===== src/rtl/mpt_pkg.sv =====
`timescale 1ns/1ps
package mpt_pkg;

  typedef enum logic [1:0] {
    ACT_HOLD   = 2'd0,
    ACT_LOW    = 2'd1,
    ACT_HIGH   = 2'd2,
    ACT_TOGGLE = 2'd3
  } act_e;

  typedef enum logic [1:0] {
    ADR_CTL  = 2'd0,
    ADR_CMPP = 2'd1,
    ADR_CMPA = 2'd2,
    ADR_FLAG = 2'd3
  } addr_e;

  // control word, bit 0 = run at the LSB
  typedef struct packed {
    logic       idle;
    logic       ext_fall;
    logic       clr_on_a;
    act_e       act;
    logic       pwm;
    logic [2:0] sel;
    logic       run;
  } ctl_t;

  localparam int CTL_W = $bits(ctl_t);

endpackage


===== src/rtl/mpt_tick_gen.sv =====
`timescale 1ns/1ps
module mpt_tick_gen #(
  parameter int NUM_RATIOS  = 4,
  parameter int SYNC_STAGES = 2
) (
  input  logic       clk,
  input  logic       rst_n,
  input  logic       run,
  input  logic [2:0] sel,
  input  logic       ext_fall,
  input  logic       hi_tick,
  input  logic       sub_tick,
  input  logic       ext_pin,
  output logic       tick
);
  localparam int PSC_W  = (NUM_RATIOS > 1) ? 2 * (NUM_RATIOS - 1) : 1;
  localparam int SEL_HI  = NUM_RATIOS;
  localparam int SEL_SUB = NUM_RATIOS + 1;
  localparam int SEL_EXT = NUM_RATIOS + 2;

  logic [PSC_W-1:0]       psc_q, psc_d;
  logic [NUM_RATIOS-1:0]  ratio_hit;
  logic [SYNC_STAGES:0]   sync_q, sync_d;
  logic                   ext_edge;
  logic                   src;

  always_comb psc_d = run ? psc_q + 1'b1 : '0;

  always_ff @(posedge clk or negedge rst_n) begin
    if (!rst_n) psc_q <= '0;
    else        psc_q <= psc_d;
  end

  for (genvar k = 0; k < NUM_RATIOS; k++) begin : g_ratio
    if (k == 0) begin : g_div1
      assign ratio_hit[k] = 1'b1;
    end else begin : g_divn
      assign ratio_hit[k] = &psc_q[2*k-1:0];
    end
  end

  // synchroniser plus one history stage for edge detection
  always_comb sync_d = {sync_q[SYNC_STAGES-1:0], ext_pin};

  always_ff @(posedge clk or negedge rst_n) begin
    if (!rst_n) sync_q <= '0;
    else        sync_q <= sync_d;
  end

  always_comb begin
    if (ext_fall) ext_edge = !sync_q[SYNC_STAGES-1] &&  sync_q[SYNC_STAGES];
    else          ext_edge =  sync_q[SYNC_STAGES-1] && !sync_q[SYNC_STAGES];
  end

  always_comb begin
    src = 1'b0;
    for (int k = 0; k < NUM_RATIOS; k++) begin
      if (sel == 3'(k)) src = ratio_hit[k];
    end
    if (sel == 3'(SEL_HI))  src = hi_tick;
    if (sel == 3'(SEL_SUB)) src = sub_tick;
    if (sel == 3'(SEL_EXT)) src = ext_edge;
  end

  assign tick = run && src;

endmodule


===== src/rtl/mpt_core.sv =====
`timescale 1ns/1ps
module mpt_core #(
  parameter int CNT_W = 10
) (
  input  logic             clk,
  input  logic             rst_n,
  input  logic             tick,
  input  logic             pwm,
  input  logic             clr_on_a,
  input  logic [CNT_W-1:0] cmp_p,
  input  logic [CNT_W-1:0] cmp_a,
  input  logic [1:0]       flag_clr,
  output logic [CNT_W-1:0] cnt,
  output logic             hit_a,
  output logic [1:0]       flags
);
  logic [CNT_W-1:0] cnt_q, cnt_d;
  logic [1:0]       flags_q, flags_d;
  logic             hit_p, restart;

  always_comb begin
    hit_p   = tick && (cnt_q == cmp_p);
    hit_a   = tick && (cnt_q == cmp_a);
    restart = pwm ? hit_p : (clr_on_a ? hit_a : hit_p);
    if (!tick)        cnt_d = cnt_q;
    else if (restart) cnt_d = '0;
    else              cnt_d = cnt_q + 1'b1;
    flags_d = (flags_q & ~flag_clr) | {hit_a, hit_p};
  end

  always_ff @(posedge clk or negedge rst_n) begin
    if (!rst_n) begin
      cnt_q   <= '0;
      flags_q <= '0;
    end else begin
      cnt_q   <= cnt_d;
      flags_q <= flags_d;
    end
  end

  assign cnt   = cnt_q;
  assign flags = flags_q;

endmodule


===== src/rtl/mpt_out.sv =====
`timescale 1ns/1ps
module mpt_out
  import mpt_pkg::*;
#(
  parameter int CNT_W = 10
) (
  input  logic             clk,
  input  logic             rst_n,
  input  logic             run,
  input  logic             pwm,
  input  logic             idle,
  input  act_e             act,
  input  logic             hit_a,
  input  logic [CNT_W-1:0] cnt,
  input  logic [CNT_W-1:0] cmp_a,
  output logic             wave,
  output logic             wave_n
);
  logic cmp_q, cmp_d;

  always_comb begin
    cmp_d = cmp_q;
    if (!run) begin
      cmp_d = idle;
    end else if (!pwm && hit_a) begin
      case (act)
        ACT_LOW:    cmp_d = 1'b0;
        ACT_HIGH:   cmp_d = 1'b1;
        ACT_TOGGLE: cmp_d = !cmp_q;
        default:    cmp_d = cmp_q;
      endcase
    end
  end

  always_ff @(posedge clk or negedge rst_n) begin
    if (!rst_n) cmp_q <= 1'b0;
    else        cmp_q <= cmp_d;
  end

  always_comb begin
    if (!run)     wave = idle;
    else if (pwm) wave = (cnt < cmp_a);
    else          wave = cmp_q;
  end

  assign wave_n = !wave;

endmodule


===== src/rtl/match_pwm_timer.sv =====
`timescale 1ns/1ps
module match_pwm_timer
  import mpt_pkg::*;
#(
  parameter int CNT_W      = 10,
  parameter int DATA_W     = 16,
  parameter int NUM_RATIOS = 4
) (
  input  logic              clk,
  input  logic              rst_n,
  input  logic              wr_en,
  input  logic [1:0]        wr_addr,
  input  logic [DATA_W-1:0] wr_data,
  input  logic              hi_tick,
  input  logic              sub_tick,
  input  logic              ext_clk,
  output logic              wave_o,
  output logic              wave_n_o,
  output logic              flag_p_o,
  output logic              flag_a_o,
  output logic [CNT_W-1:0]  count_o
);
  logic             rst_meta, rst_s_n;
  ctl_t             ctl_q, ctl_d;
  logic [CNT_W-1:0] cmpp_q, cmpp_d, cmpa_q, cmpa_d;
  logic [1:0]       flag_clr;
  logic             tick, hit_a;
  logic [1:0]       flags;
  logic             unused_bits;

  // reset asserts at once, releases on the clock
  always_ff @(posedge clk or negedge rst_n) begin
    if (!rst_n) begin
      rst_meta <= 1'b0;
      rst_s_n  <= 1'b0;
    end else begin
      rst_meta <= 1'b1;
      rst_s_n  <= rst_meta;
    end
  end

  always_comb begin
    ctl_d    = ctl_q;
    cmpp_d   = cmpp_q;
    cmpa_d   = cmpa_q;
    flag_clr = 2'b00;
    if (wr_en) begin
      case (addr_e'(wr_addr))
        ADR_CTL:  ctl_d    = ctl_t'(wr_data[CTL_W-1:0]);
        ADR_CMPP: cmpp_d   = wr_data[CNT_W-1:0];
        ADR_CMPA: cmpa_d   = wr_data[CNT_W-1:0];
        default:  flag_clr = wr_data[1:0];
      endcase
    end
  end

  always_ff @(posedge clk or negedge rst_s_n) begin
    if (!rst_s_n) begin
      ctl_q  <= '0;
      cmpp_q <= '0;
      cmpa_q <= '0;
    end else begin
      ctl_q  <= ctl_d;
      cmpp_q <= cmpp_d;
      cmpa_q <= cmpa_d;
    end
  end

  assign unused_bits = ^wr_data;

  mpt_tick_gen #(.NUM_RATIOS(NUM_RATIOS), .SYNC_STAGES(2)) u_tick (
    .clk(clk), .rst_n(rst_s_n), .run(ctl_q.run), .sel(ctl_q.sel),
    .ext_fall(ctl_q.ext_fall), .hi_tick(hi_tick), .sub_tick(sub_tick),
    .ext_pin(ext_clk), .tick(tick)
  );

  mpt_core #(.CNT_W(CNT_W)) u_core (
    .clk(clk), .rst_n(rst_s_n), .tick(tick), .pwm(ctl_q.pwm),
    .clr_on_a(ctl_q.clr_on_a), .cmp_p(cmpp_q), .cmp_a(cmpa_q),
    .flag_clr(flag_clr), .cnt(count_o), .hit_a(hit_a), .flags(flags)
  );

  mpt_out #(.CNT_W(CNT_W)) u_out (
    .clk(clk), .rst_n(rst_s_n), .run(ctl_q.run), .pwm(ctl_q.pwm),
    .idle(ctl_q.idle), .act(ctl_q.act), .hit_a(hit_a), .cnt(count_o),
    .cmp_a(cmpa_q), .wave(wave_o), .wave_n(wave_n_o)
  );

  assign flag_p_o = flags[0];
  assign flag_a_o = flags[1];

endmodule


===== config.mk =====
export PLATFORM = sky130hd
export DESIGN_NAME = match_pwm_timer
export DESIGN_NICKNAME = d
export VERILOG_FILES = /design/src/rtl/mpt_pkg.sv /design/src/rtl/mpt_tick_gen.sv /design/src/rtl/mpt_core.sv /design/src/rtl/mpt_out.sv /design/src/rtl/match_pwm_timer.sv
export SDC_FILE = /design/constraint.sdc
export NUM_CORES = 1
export LEC_CHECK = 0
export ABC_CLOCK_PERIOD_IN_PS = 2300
export BUFFER_PORTS_ARGS = -buffer_cell sky130_fd_sc_hd__buf_2
export CAP_MARGIN = 20
export CORE_MARGIN = 3
export CORE_UTILIZATION = 57
export CTS_CLUSTER_DIAMETER = 150
export DETAILED_ROUTE_END_ITERATION = 16
export GPL_TIMING_DRIVEN = 1
export HOLD_SLACK_MARGIN = 0.1
export PLACE_DENSITY = 0.79
export SLEW_MARGIN = 20
export SYNTH_ARGS = -nofsm -noshare
export SYNTH_HDL_FRONTEND = slang
export SYNTH_SLANG_ARGS = --single-unit

===== constraint.sdc =====
create_clock -name clk -period 2.3 [get_ports clk]
set_input_delay 0.345 -clock clk [delete_from_list [all_inputs] [get_ports clk]]
set_output_delay 0.345 -clock clk [all_outputs]
set_load 0.01 [all_outputs]

==> results.md <==
- Post-DRT Antenna Nets: 0
- Area after DPL: 3040 sq um
- DRC: 0
- Most frequent CP cell: a21o_1
- Synth top area share: 48.9%
- Nets@finish: 325
- Count of final setup violators: 0
- Fin. max-slew vios: 0
- Leading cell types by count after synthesis: dfrtp_1 (54), mux2_2 (29), nand2_1 (16)
- Share of cells above drive strength 1: 32.6%
- EDFF count, synth: 0
- Seq/Total Area, Yosys: 48.9%
- Yosys top cell by area: dfrtp_1
- Worst EP arrival: around 1900 ps
- Syn nets: 282
- Post-synth ARST share: 100%
- Max cap viols: 0
- Critical-path maximum fanout: 2
- Clock Sinks: 54
- Crit path cell chain: inv_2 -> ha_4 -> a21o_1 -> a21o_1 -> a21oi_2 -> nand2_1 -> o21a_1 -> buf_2
- Clock Skews: 9.24 ps
- CP required: just under 2000 ps
- Synth cell types: 46
- # H-tree levels: 2
- CP max stage cell: dfrtp_1
- Crit start category: register
- Clk root buf: clkbuf_8
- Via count: 2011
- Routed wire length: 5720 um
- Final Util: 71.3%
- Starting Density: 61.4%
- Min-Delay Path Class: in -> reg
- Reg-to-reg slack, setup: about 150 ps
- Synth top area cells: dfrtp_1 (49%), mux2_2 (12%), ha_1 (6.3%)
- Critical Path Max Stage Delay: 390 ps
- Ports: 38
- Worst Tran Pin Value: 624 ps
- RSZ-0062 raised after global routing: no
- Total of fill cells in the finished design: roughly 330
- Full die area: 5720 sq um
- Final Hold Fails: 0
- Area of the multi-input gates: 1340 sq um
- Layout area overhead: 16.1%
- Skew-Pair Late Insertion Delay: 310 ps
- Vias per cell: between 5 and 6
- DR iter-0 viols: 87
- Initial antenna violation count: 0
- First-pass GRT wire length: between 9000 and 10000 um
- Total gr overflow: 0
- Status: completed
- GRT Total Usage: 21.6%
- Final worst-path cycle share: a little over nine tenths
- Core area: 4500 sq um
- DP HPWL: 4260 um
- Cell Area, Synth: 2760 sq um
- Post-Layout Inst Area: around 3200 sq um
- Port Buffer Count: 31
- TNS Setup: 0 ps
- Bufs on Longest Clock Path: 2
- Critical Path Sink Type: primary output
- Worst-path clk slew: around 90 ps
- Peak VDD IR: about 750 uV
- Max frequency: 447 MHz
- Critical path class: reg -> out
- Critical path origin: cmpa_q[5]
- Vias in the first global route: 1883
- Predominant post-synthesis flop cell: dfrtp_1
- FF/Latch Area: 1350 sq um
- Mapped Cells: approximately 240
- #FFs+latches synth: 54
- 1st-pass router iterations: 4
- R2r startpoint: u_core.cnt[7]
- Syn Area/Cell: 11.3 sq um
- Power Density: 909 nW/um^2
- Final Critical Period: 2240 ps
- Final Wtd Congestion: 0.789
- Largest net degree at the start of global routing: 20
- Synth warn: 0
- CTS tree: built
- Most common cell in the netlist: dfrtp_1
- Startpoint of the lowest-slack hold path: ext_clk
- Num rows: 24
- Die Span Y: 75.6 um
- Die Wd: 75.6 um
- Leak: 1.43 nW
- Wirelength per Cell: between 15 and 20 um
- Cts bufs inserted: 5
- Count of inserted antenna diode cells: 0
- Relative max-transition margin: a little under 60%
## logic make-up (layout without fill, tap and decap cells)
logic type                 after synthesis  after routing  synth area share, %
and+or+nand+nor                         66             66                 14.3
DFF                                     54             54                 48.9
AOI/OAI and AO/OA                       39             39                 9.87
muxes                                   30             30                 12.2
buffers and inverters                   26             70                 3.85
adders and majority gates               14             14                 6.34
xor gates and xnor gates                14             14                 4.44
other                                    1              1                0.136
## state kept, by name, summed over array words and instances, names as in the netlist, 2 cells and up
name / count
cmpa_q: 10
cmpp_q: 10
ctl_q: 10
u_core.cnt: 10
u_core.flags: 2
u_tick.psc_q: 6
u_tick.sync_q: 3
## metrics by stage
step	worst slack [ps]	total power, mW	hold WS, ps	cells
after global routing	10.1	3.11	124	340
after detailed placement	207	2.20	135	330
after CTS	26.0	2.90	129	340
after floorplan	233	1.88	49.4	244
after global placement	226	2.15	132	330
final	64.3	2.92	137	340
## cell usage in the layout, fill, tap and decap left out, types with 6 or more instances in the layout
master | synthesis | routed
nor2b_1 | 9 | 9
nand2_1 | 16 | 16
clkbuf_8 | 0 | 6
xnor2_1 | 11 | 11
buf_2 | 1 | 31
ha_1 | 14 | 13
inv_1 | 15 | 14
dfrtp_1 | 54 | 52
buf_4 | 0 | 15
nand4_1 | 8 | 8
mux2_2 | 29 | 29
## timing repair
| item | CTS | global route |
|---|---|---|
| setup endpoints to repair | 2 | 2 |
| hold buffers | 1 | 0 |
| gates resized for setup | 4 | 5 |
| pin swaps | 1 | 3 |
| setup buffers | 1 | 0 |
| endpoints found under the hold margin | 2 | 0 |
## final cells by class
cell class | instances | share of cell area (%)
clock buffers | 6 | 2.57
clock inverters | 2 | 1.21
inverters | 15 | 1.75
multi-input cells | 164 | 41.6
flip-flops and latches | 54 | 42.2
well taps | 52 | 2.03
repair buffers | 47 | 8.65
## critical path: cells and delay by family (launching register included)
kind	cells	cell delay, ps
fa+ha+maj	1	200
flops	1	390
buf+inv	2	220
simple gates	1	90
compound gates	4	690
## where the power goes
part / internal [mW] / switching [mW] / total [mW]
Combinational: 0.491 / 0.507 / 0.998
Sequential: 1.12 / 0.131 / 1.25
Clock: 0.358 / 0.312 / 0.670
## routing by layer
layer,GRT usage (%),wire (um)
met4,5.24,48
met2,35.4,2750
met1,30.1,2680
met5,0,0
met3,3.56,238
## path summary, 6_finish.rpt
| kind | cells past startpoint | to |
|---|---|---|
| max | 8 | wave_n_o |
| min | 1 | u_tick.sync_q[0] |
| max reg2reg | 6 | u_core.cnt[7] |
| min reg2reg | 0 | u_tick.psc_q[2] |
| max in group asynchronous | 1 | u_core.cnt[1] |
| min in group asynchronous | 0 | u_tick.psc_q[2] |
Power figures use the tool's default switching activity.
